[config.mk]
export PLATFORM = sky130hd
export DESIGN_NAME = u2f_convert
export DESIGN_NICKNAME = d
export VERILOG_FILES = /design/src/rtl/u2f_pkg.sv /design/src/rtl/u2f_normalize.sv /design/src/rtl/u2f_round_ctrl.sv /design/src/rtl/u2f_pack.sv /design/src/rtl/u2f_convert.sv
export SDC_FILE = /design/constraint.sdc
export NUM_CORES = 1
export LEC_CHECK = 0
export BUFFER_PORTS_ARGS = -buffer_cell sky130_fd_sc_hd__buf_2
export CAP_MARGIN = 20
export CORE_MARGIN = 5
export CORE_UTILIZATION = 35
export DETAILED_ROUTE_END_ITERATION = 6
export MAX_ROUTING_LAYER = met4
export SLEW_MARGIN = 10
export SYNTH_ARGS = -nofsm -noshare
export SYNTH_HDL_FRONTEND = slang
export SYNTH_SLANG_ARGS = --single-unit
[constraint.sdc]
create_clock -name vclk -period 7.9
set_input_delay 0.395 -clock vclk [all_inputs]
set_output_delay 0.395 -clock vclk [all_outputs]
set_load 0.01 [all_outputs]
[src/rtl/u2f_pkg.sv]
package u2f_pkg;

  localparam logic [4:0] RM_EVEN = 5'b00001;
  localparam logic [4:0] RM_AWAY = 5'b00010;
  localparam logic [4:0] RM_UP   = 5'b00100;
  localparam logic [4:0] RM_DOWN = 5'b01000;
  localparam logic [4:0] RM_ZERO = 5'b10000;

  // strobes from rounding control to the packing datapath
  typedef struct packed {
    logic bumpUp;   // add one unit in the last place
    logic satMax;   // overflow saturates to largest finite value
  } rndCtl_t;

endpackage

[src/rtl/u2f_normalize.sv]
module u2f_normalize #(
  parameter int unsigned IN_W  = 32,
  parameter int unsigned SIG_W = 24,
  parameter int unsigned POS_W = 5
) (
  input  logic [IN_W-1:0]  intIn,
  output logic             isZero,
  output logic [POS_W-1:0] leadPos,
  output logic [SIG_W-1:0] sig,
  output logic             guardBit,
  output logic             stickyBit
);

  localparam int unsigned EXT_W = IN_W + SIG_W + 1;

  logic [POS_W-1:0] shAmt;
  logic [IN_W-1:0]  stg [0:POS_W];
  logic [IN_W-1:0]  normVal;
  logic [EXT_W-1:0] extVal;

  // leading-one detector: highest set bit wins
  always_comb begin
    leadPos = '0;
    for (int i = 0; i < int'(IN_W); i++) begin
      if (intIn[i]) leadPos = POS_W'(i);
    end
  end

  assign isZero = (intIn == '0);
  assign shAmt  = POS_W'(IN_W - 1) - leadPos;

  // logarithmic left shifter, one stage per shift-amount bit
  assign stg[0] = intIn;
  for (genvar k = 0; k < int'(POS_W); k++) begin : g_shift
    assign stg[k+1] = shAmt[k] ? (stg[k] << (2 ** k)) : stg[k];
  end
  assign normVal = stg[POS_W];

  // pad below so narrow inputs still fill the significand
  assign extVal    = {normVal, {(SIG_W + 1){1'b0}}};
  assign sig       = extVal[EXT_W-1 -: SIG_W];
  assign guardBit  = extVal[EXT_W-1-SIG_W];
  assign stickyBit = |extVal[EXT_W-2-SIG_W:0];

  // detector and shifter must agree: leading one lands on top
  always_comb begin
    if (!isZero) begin
      p_lead_one_r2: assert (normVal[IN_W-1])
        else $error("normalised value lost its leading one");
    end
  end

endmodule

[src/rtl/u2f_round_ctrl.sv]
module u2f_round_ctrl
  import u2f_pkg::*;
#(
  parameter logic [4:0] FIXED_RM = 5'b00000
) (
  input  logic [4:0] rmIn,
  input  logic       lsbBit,
  input  logic       guardBit,
  input  logic       stickyBit,
  output rndCtl_t    ctl
);

  logic [4:0] modeSel;
  logic [4:0] modeEff;
  logic       modeOk;

  if (FIXED_RM != 5'b00000) begin : g_fixed
    if ((FIXED_RM & (FIXED_RM - 5'd1)) != 5'b00000) begin : g_badRm
      $error("FIXED_RM must be zero or one-hot");
    end
    logic unusedRm;
    assign unusedRm = ^rmIn;
    assign modeSel  = FIXED_RM;
  end else begin : g_dyn
    assign modeSel = rmIn;
  end

  assign modeOk  = (modeSel != 5'b00000) && ((modeSel & (modeSel - 5'd1)) == 5'b00000);
  assign modeEff = modeOk ? modeSel : RM_EVEN;

  always_comb begin
    ctl.bumpUp = 1'b0;
    ctl.satMax = 1'b0;
    case (modeEff)
      RM_EVEN: ctl.bumpUp = guardBit & (stickyBit | lsbBit);
      RM_AWAY: ctl.bumpUp = guardBit;
      RM_UP:   ctl.bumpUp = guardBit | stickyBit;
      RM_DOWN: ctl.satMax = 1'b1;
      RM_ZERO: ctl.satMax = 1'b1;
      default: ctl.bumpUp = 1'b0;
    endcase
  end

  always_comb begin
    p_mode_onehot_r8: assert ((modeEff != 5'b00000) && ((modeEff & (modeEff - 5'd1)) == 5'b00000))
      else $error("effective rounding mode not one-hot");
  end

endmodule

[src/rtl/u2f_pack.sv]
module u2f_pack
  import u2f_pkg::*;
#(
  parameter int unsigned EXP_W  = 8,
  parameter int unsigned FRAC_W = 23,
  parameter int unsigned POS_W  = 5
) (
  input  logic                    isZero,
  input  logic [POS_W-1:0]        leadPos,
  input  logic [FRAC_W:0]         sig,
  input  logic                    guardBit,
  input  logic                    stickyBit,
  input  rndCtl_t                 ctl,
  output logic [EXP_W+FRAC_W:0]   word
);

  localparam int unsigned SIG_W = FRAC_W + 1;
  localparam int unsigned XW    = ((EXP_W > POS_W) ? EXP_W : POS_W) + 2;
  localparam int unsigned BIAS  = (2 ** (EXP_W - 1)) - 1;
  localparam logic [XW-1:0] EXP_INF = XW'((2 ** EXP_W) - 1);
  localparam logic [EXP_W-1:0] EXP_MAXF = EXP_INF[EXP_W-1:0] - EXP_W'(1);

  logic [SIG_W:0]     sum;
  logic               carry;
  logic [XW-1:0]      biased;
  logic               ovf;
  logic [EXP_W-1:0]   expField;
  logic [FRAC_W-1:0]  fracField;

  assign sum    = {1'b0, sig} + (SIG_W + 1)'(ctl.bumpUp);
  assign carry  = sum[SIG_W];
  assign biased = XW'(leadPos) + XW'(carry) + XW'(BIAS);
  assign ovf    = (biased >= EXP_INF);

  always_comb begin
    if (isZero) begin
      expField  = '0;
      fracField = '0;
    end else if (ovf) begin
      expField  = ctl.satMax ? EXP_MAXF : EXP_INF[EXP_W-1:0];
      fracField = ctl.satMax ? '1 : '0;
    end else begin
      expField  = biased[EXP_W-1:0];
      fracField = sum[FRAC_W-1:0];
    end
  end

  assign word = {1'b0, expField, fracField};

  always_comb begin
    if (ctl.bumpUp) begin
      p_bump_inexact_r6: assert (guardBit | stickyBit)
        else $error("round-up requested on an exact value");
    end
    if (!isZero) begin
      p_nonzero_exp_r2: assert (word[EXP_W+FRAC_W-1 -: EXP_W] != '0)
        else $error("nonzero input produced a zero exponent");
      p_hidden_set_r3: assert (sig[FRAC_W])
        else $error("significand arrived without hidden bit");
    end
  end

endmodule

[src/rtl/u2f_convert.sv]
module u2f_convert
  import u2f_pkg::*;
#(
  parameter int unsigned IN_W     = 32,
  parameter int unsigned OUT_W    = 32,
  parameter int unsigned EXP_W    = 8,
  parameter logic [4:0]  FIXED_RM = 5'b00000
) (
  input  logic [IN_W-1:0]  intIn,
  input  logic [4:0]       rmIn,
  output logic [OUT_W-1:0] fpOut
);

  localparam int unsigned FRAC_W = OUT_W - EXP_W - 1;
  localparam int unsigned SIG_W  = FRAC_W + 1;
  localparam int unsigned POS_W  = (IN_W > 1) ? $clog2(IN_W) : 1;

  if (EXP_W < 2 || EXP_W + 2 > OUT_W || IN_W < 1) begin : g_badCfg
    $error("unsupported format: need 2 <= EXP_W <= OUT_W-2 and IN_W >= 1");
  end

  logic             isZero;
  logic [POS_W-1:0] leadPos;
  logic [SIG_W-1:0] sig;
  logic             guardBit;
  logic             stickyBit;
  rndCtl_t          ctl;

  u2f_normalize #(
    .IN_W (IN_W),
    .SIG_W(SIG_W),
    .POS_W(POS_W)
  ) uNorm (
    .intIn    (intIn),
    .isZero   (isZero),
    .leadPos  (leadPos),
    .sig      (sig),
    .guardBit (guardBit),
    .stickyBit(stickyBit)
  );

  u2f_round_ctrl #(
    .FIXED_RM(FIXED_RM)
  ) uCtl (
    .rmIn     (rmIn),
    .lsbBit   (sig[0]),
    .guardBit (guardBit),
    .stickyBit(stickyBit),
    .ctl      (ctl)
  );

  u2f_pack #(
    .EXP_W (EXP_W),
    .FRAC_W(FRAC_W),
    .POS_W (POS_W)
  ) uPack (
    .isZero   (isZero),
    .leadPos  (leadPos),
    .sig      (sig),
    .guardBit (guardBit),
    .stickyBit(stickyBit),
    .ctl      (ctl),
    .word     (fpOut)
  );

endmodule

==> flow_summary.html <==
<table>
<tr><th>Metric</th><th>Value</th></tr>
<tr><th colspan="2">Logic synthesis</th></tr>
<tr><td>Share of the synthesized netlist area taken by xor and xnor gates</td><td>about 6.0%</td></tr>
<tr><td>Top cell type by total area after synthesis</td><td>sky130_fd_sc_hd__mux2i_1</td></tr>
<tr><td>Compound-cell area share of the yosys netlist</td><td>between 30% and 40%</td></tr>
<tr><td>Mean cell area of the mapped netlist</td><td>~7.5 um^2</td></tr>
<tr><td>Post-synth design cell area</td><td>around 3900 um^2</td></tr>
<tr><td>Yosys Warn Count</td><td>0</td></tr>
<tr><td>Net count after synthesis</td><td>571</td></tr>
<tr><td>Largest cells by area after synthesis</td><td>sky130_fd_sc_hd__mux2i_1 12%, sky130_fd_sc_hd__nor2_1 4.3%, sky130_fd_sc_hd__a21oi_1 4.2%</td></tr>
<tr><td>Sequential share of the synthesized area</td><td>0%</td></tr>
<tr><td>Dominant combinational cell family by area after synthesis</td><td>compound AO/OA/AOI/OAI gates</td></tr>
<tr><td>Fraction of post-synthesis cell area in the top cell type by area</td><td>between 10% and 20%</td></tr>
<tr><td>Number of instances in the synthesized netlist</td><td>roughly 530</td></tr>
<tr><td>Simple-Gate Fraction of Synth Area</td><td>25.7%</td></tr>
<tr><td>Count of different cell masters after synthesis</td><td>93</td></tr>
<tr><td>Synthesized-area fraction occupied by adder cells</td><td>1.59%</td></tr>
<tr><td>Multiplexer area fraction after synthesis</td><td>between 10% and 20%</td></tr>
<tr><th colspan="2">Layout</th></tr>
<tr><td>Most used cells in the layout excluding fill and tap cells</td><td>69 x sky130_fd_sc_hd__buf_2, 49 x sky130_fd_sc_hd__mux2i_1, 45 x sky130_fd_sc_hd__nor2_1</td></tr>
<tr><td>Leading cell type in the layout, fill and taps excluded</td><td>sky130_fd_sc_hd__buf_2</td></tr>
<tr><td>Number of nets in the layout</td><td>roughly 600</td></tr>
<tr><td>Area of all placed cells without fillers</td><td>about 4200 um^2</td></tr>
<tr><td>Count of clock buffers in the final design</td><td>0</td></tr>
<tr><td>Number of inserted diodes</td><td>0</td></tr>
<tr><td>Register cell area after layout</td><td>0 um^2</td></tr>
<tr><td>Growth of design area from synthesis to finish</td><td>6.21%</td></tr>
<tr><td>Share of layout cells above drive strength 1</td><td>between 20% and 30%</td></tr>
<tr><td>Seq_cells</td><td>0</td></tr>
<tr><th colspan="2">Floorplanning</th></tr>
<tr><td>Io pins</td><td>69</td></tr>
<tr><td>X dimension of the die</td><td>116 um</td></tr>
<tr><td>Initial Utilization</td><td>between 30% and 40%</td></tr>
<tr><td>Total core area</td><td>between 10000 and 15000 um^2</td></tr>
<tr><td>Standard-cell rows</td><td>38</td></tr>
<tr><td>DIE AREA</td><td>between 10000 and 15000 um^2</td></tr>
<tr><td>Height of the die</td><td>116 um</td></tr>
<tr><th colspan="2">Drt</th></tr>
<tr><td>Count of routing violations after the opening detailed-route iteration</td><td>approximately 570</td></tr>
<tr><td>Final routed wirelength across all metal layers</td><td>between 15 and 20 mm</td></tr>
<tr><td>Count of TritonRoute iterations in the first routing pass</td><td>6</td></tr>
<tr><td>Vias per std cell</td><td>6.84</td></tr>
<tr><td>Number of nets with antenna violations after routing</td><td>0</td></tr>
<tr><td>DRC Markers</td><td>0</td></tr>
<tr><td>Routed vias</td><td>around 4800</td></tr>
<tr><td>Post-DR wirelength/cell</td><td>23.0 um</td></tr>
<tr><th colspan="2">Placed design</th></tr>
<tr><td>HPWL reported at the end of detailed placement</td><td>12.5 mm</td></tr>
<tr><td>GP Congestion</td><td>between 0.9 and 1</td></tr>
<tr><td>Placed inst area</td><td>around 4200 um^2</td></tr>
<tr><td>Port Buf Inserts</td><td>68</td></tr>
<tr><th colspan="2">STA</th></tr>
<tr><td>Unrepaired setup endpoints after global routing</td><td>false</td></tr>
<tr><td>Summed negative setup slack over all endpoints</td><td>0 ns</td></tr>
<tr><td>Final setup violation count</td><td>0</td></tr>
<tr><td>Max-Slew Margin vs Limit</td><td>roughly 43%</td></tr>
<tr><td>Worst hold slack</td><td>~1.4 ns</td></tr>
<tr><td>Slew at the pin closest to its max-slew limit</td><td>between 0.8 and 0.9 ns</td></tr>
<tr><td>Count of final hold-check violations</td><td>0</td></tr>
<tr><td>Final critical path time including I/O delays and setup</td><td>6.94 ns</td></tr>
<tr><td>Upper clock frequency limit</td><td>0.144 GHz</td></tr>
<tr><td>Final clock period utilization by the worst path</td><td>87.9%</td></tr>
<tr><td>Number of max-slew violations in the final report</td><td>0</td></tr>
<tr><th colspan="2">Critical path</th></tr>
<tr><td>Setup crit start kind</td><td>input pin</td></tr>
<tr><td>Kind of critical path</td><td>input pin to primary output</td></tr>
<tr><td>Required time worst endpoint</td><td>about 7.5 ns</td></tr>
<tr><td>Critical path arrival</td><td>around 6.6 ns</td></tr>
<tr><td>Crit. End Element</td><td>primary output</td></tr>
<tr><td>Largest fanout on the critical path</td><td>26</td></tr>
<tr><th colspan="2">Min path</th></tr>
<tr><td>Worst min path class</td><td>input pin to primary output</td></tr>
<tr><th colspan="2">Pwr</th></tr>
<tr><td>Max IR drop VDD</td><td>~51 uV</td></tr>
<tr><td>Power density cells</td><td>about 72 nW/um^2</td></tr>
<tr><td>Total leakage power</td><td>~1.6 nW</td></tr>
<tr><th colspan="2">GRT</th></tr>
<tr><td>Global Route Usage Sum</td><td>23.3%</td></tr>
<tr><td>Maximum number of pins on one net before global-route repair</td><td>31</td></tr>
<tr><td>Vias in the first global route</td><td>about 4400</td></tr>
<tr><td>Leftover overflow at the end of global routing</td><td>0</td></tr>
<tr><td>Global-route wire length before repair</td><td>between 20 and 25 mm</td></tr>
<tr><td>Initial antenna violation count</td><td>0</td></tr>
<tr><th colspan="2">Clock tree</th></tr>
<tr><td>Post-cts hold buffer count</td><td>0</td></tr>
<tr><td>Number of gates given a new drive strength after cts</td><td>0</td></tr>
<tr><td>Number of post-CTS setup repair buffers</td><td>0</td></tr>
<tr><th colspan="2">Run status</th></tr>
<tr><td>Run status</td><td>finished, final reports clean</td></tr>
<tr><th colspan="2">Flow run</th></tr>
<tr><td>Max Cap Viol</td><td>0</td></tr>
</table>
stage by stage:
stage	worst slack [ns]	instances	utilization [%]	power (mW)
3_3_place_gp	1.17	697	38.3	0.294
5_1_grt	0.470	698	38.3	0.324
2_1_floorplan	2.27	529	-	0.212
4_1_cts	1.00	697	38.3	0.297
6_report	0.959	698	38.3	0.302
3_5_place_dp	1.02	697	38.3	0.295
metal layers:
metal	routed length, um	GRT usage (%)	up-vias	share of wire [%]
li1	-	-	2159	-
met1	6640	31.5	2273	41
met2	7400	36.7	302	46
met3	1440	2.38	40	9.0
met4	581	6.96	0	3.6
met5	0	-	-	0
cells in the mapped netlist, types with 6 or more instances:
cell / n
sky130_fd_sc_hd__mux2_2: 6
sky130_fd_sc_hd__o211ai_1: 16
sky130_fd_sc_hd__nand4_1: 6
sky130_fd_sc_hd__inv_1: 14
sky130_fd_sc_hd__mux2i_1: 49
sky130_fd_sc_hd__buf_6: 12
sky130_fd_sc_hd__nor2_1: 45
sky130_fd_sc_hd__a2111oi_0: 6
sky130_fd_sc_hd__nand2_1: 37
sky130_fd_sc_hd__a21oi_1: 33
sky130_fd_sc_hd__xor2_1: 10
sky130_fd_sc_hd__buf_4: 6
sky130_fd_sc_hd__o2111ai_1: 8
sky130_fd_sc_hd__nand3_1: 20
sky130_fd_sc_hd__o221ai_1: 6
sky130_fd_sc_hd__buf_2: 14
sky130_fd_sc_hd__nor3_1: 13
sky130_fd_sc_hd__o21ai_0: 28
sky130_fd_sc_hd__clkbuf_1: 11
sky130_fd_sc_hd__nor4_1: 9
sky130_fd_sc_hd__a211oi_1: 15
sky130_fd_sc_hd__xnor2_1: 17
report_power, final:
group / switching [mW] / internal (mW)
logic: 0.189 / 0.113
registers: 0 / 0
clock network: 0 / 0
total: 0.189 / 0.113
critical path: stages:
cell and delay, ns:
sky130_fd_sc_hd__buf_2 0.19, sky130_fd_sc_hd__or3_1 0.40, sky130_fd_sc_hd__o21a_1 0.33, sky130_fd_sc_hd__o211ai_4 0.73, sky130_fd_sc_hd__inv_2 0.25, sky130_fd_sc_hd__a21oi_1 0.42
sky130_fd_sc_hd__nor2_1 0.15, sky130_fd_sc_hd__a21oi_1 0.25, sky130_fd_sc_hd__a21boi_0 0.23, sky130_fd_sc_hd__o21ai_0 0.11, sky130_fd_sc_hd__a21oi_1 0.15, sky130_fd_sc_hd__ha_1 0.17
sky130_fd_sc_hd__ha_1 0.18, sky130_fd_sc_hd__nand3_1 0.11, sky130_fd_sc_hd__or3_1 0.54, sky130_fd_sc_hd__nor3_1 0.25, sky130_fd_sc_hd__and4_1 0.22, sky130_fd_sc_hd__ha_1 0.22
sky130_fd_sc_hd__ha_1 0.27, sky130_fd_sc_hd__xnor2_1 0.15, sky130_fd_sc_hd__nor3_1 0.32, sky130_fd_sc_hd__nand2_1 0.13, sky130_fd_sc_hd__xnor2_1 0.14, sky130_fd_sc_hd__nor2_1 0.09
sky130_fd_sc_hd__buf_2 0.13
layout make-up:
class	instances	area, um^2
fillers	1182	6740
inverters	15	56.3
multi-input cells	467	3560
well taps	140	175
repair buffers	76	398
cell families after synthesis:
kind of cell,count (synthesis)
fa+ha+maj,5
other cells,1
mux,63
buf+inv,62
xor+xnor,27
simple gates,181
compound gates,190
path summary, 6_finish.rpt:
check | start | endpoint | slack, ns | cells past startpoint
setup / recovery | intIn[9] | fpOut[28] | 0.96 | 25
hold / removal | intIn[31] | fpOut[29] | 1.41 | 5
(Power assumes the default switching activity.)
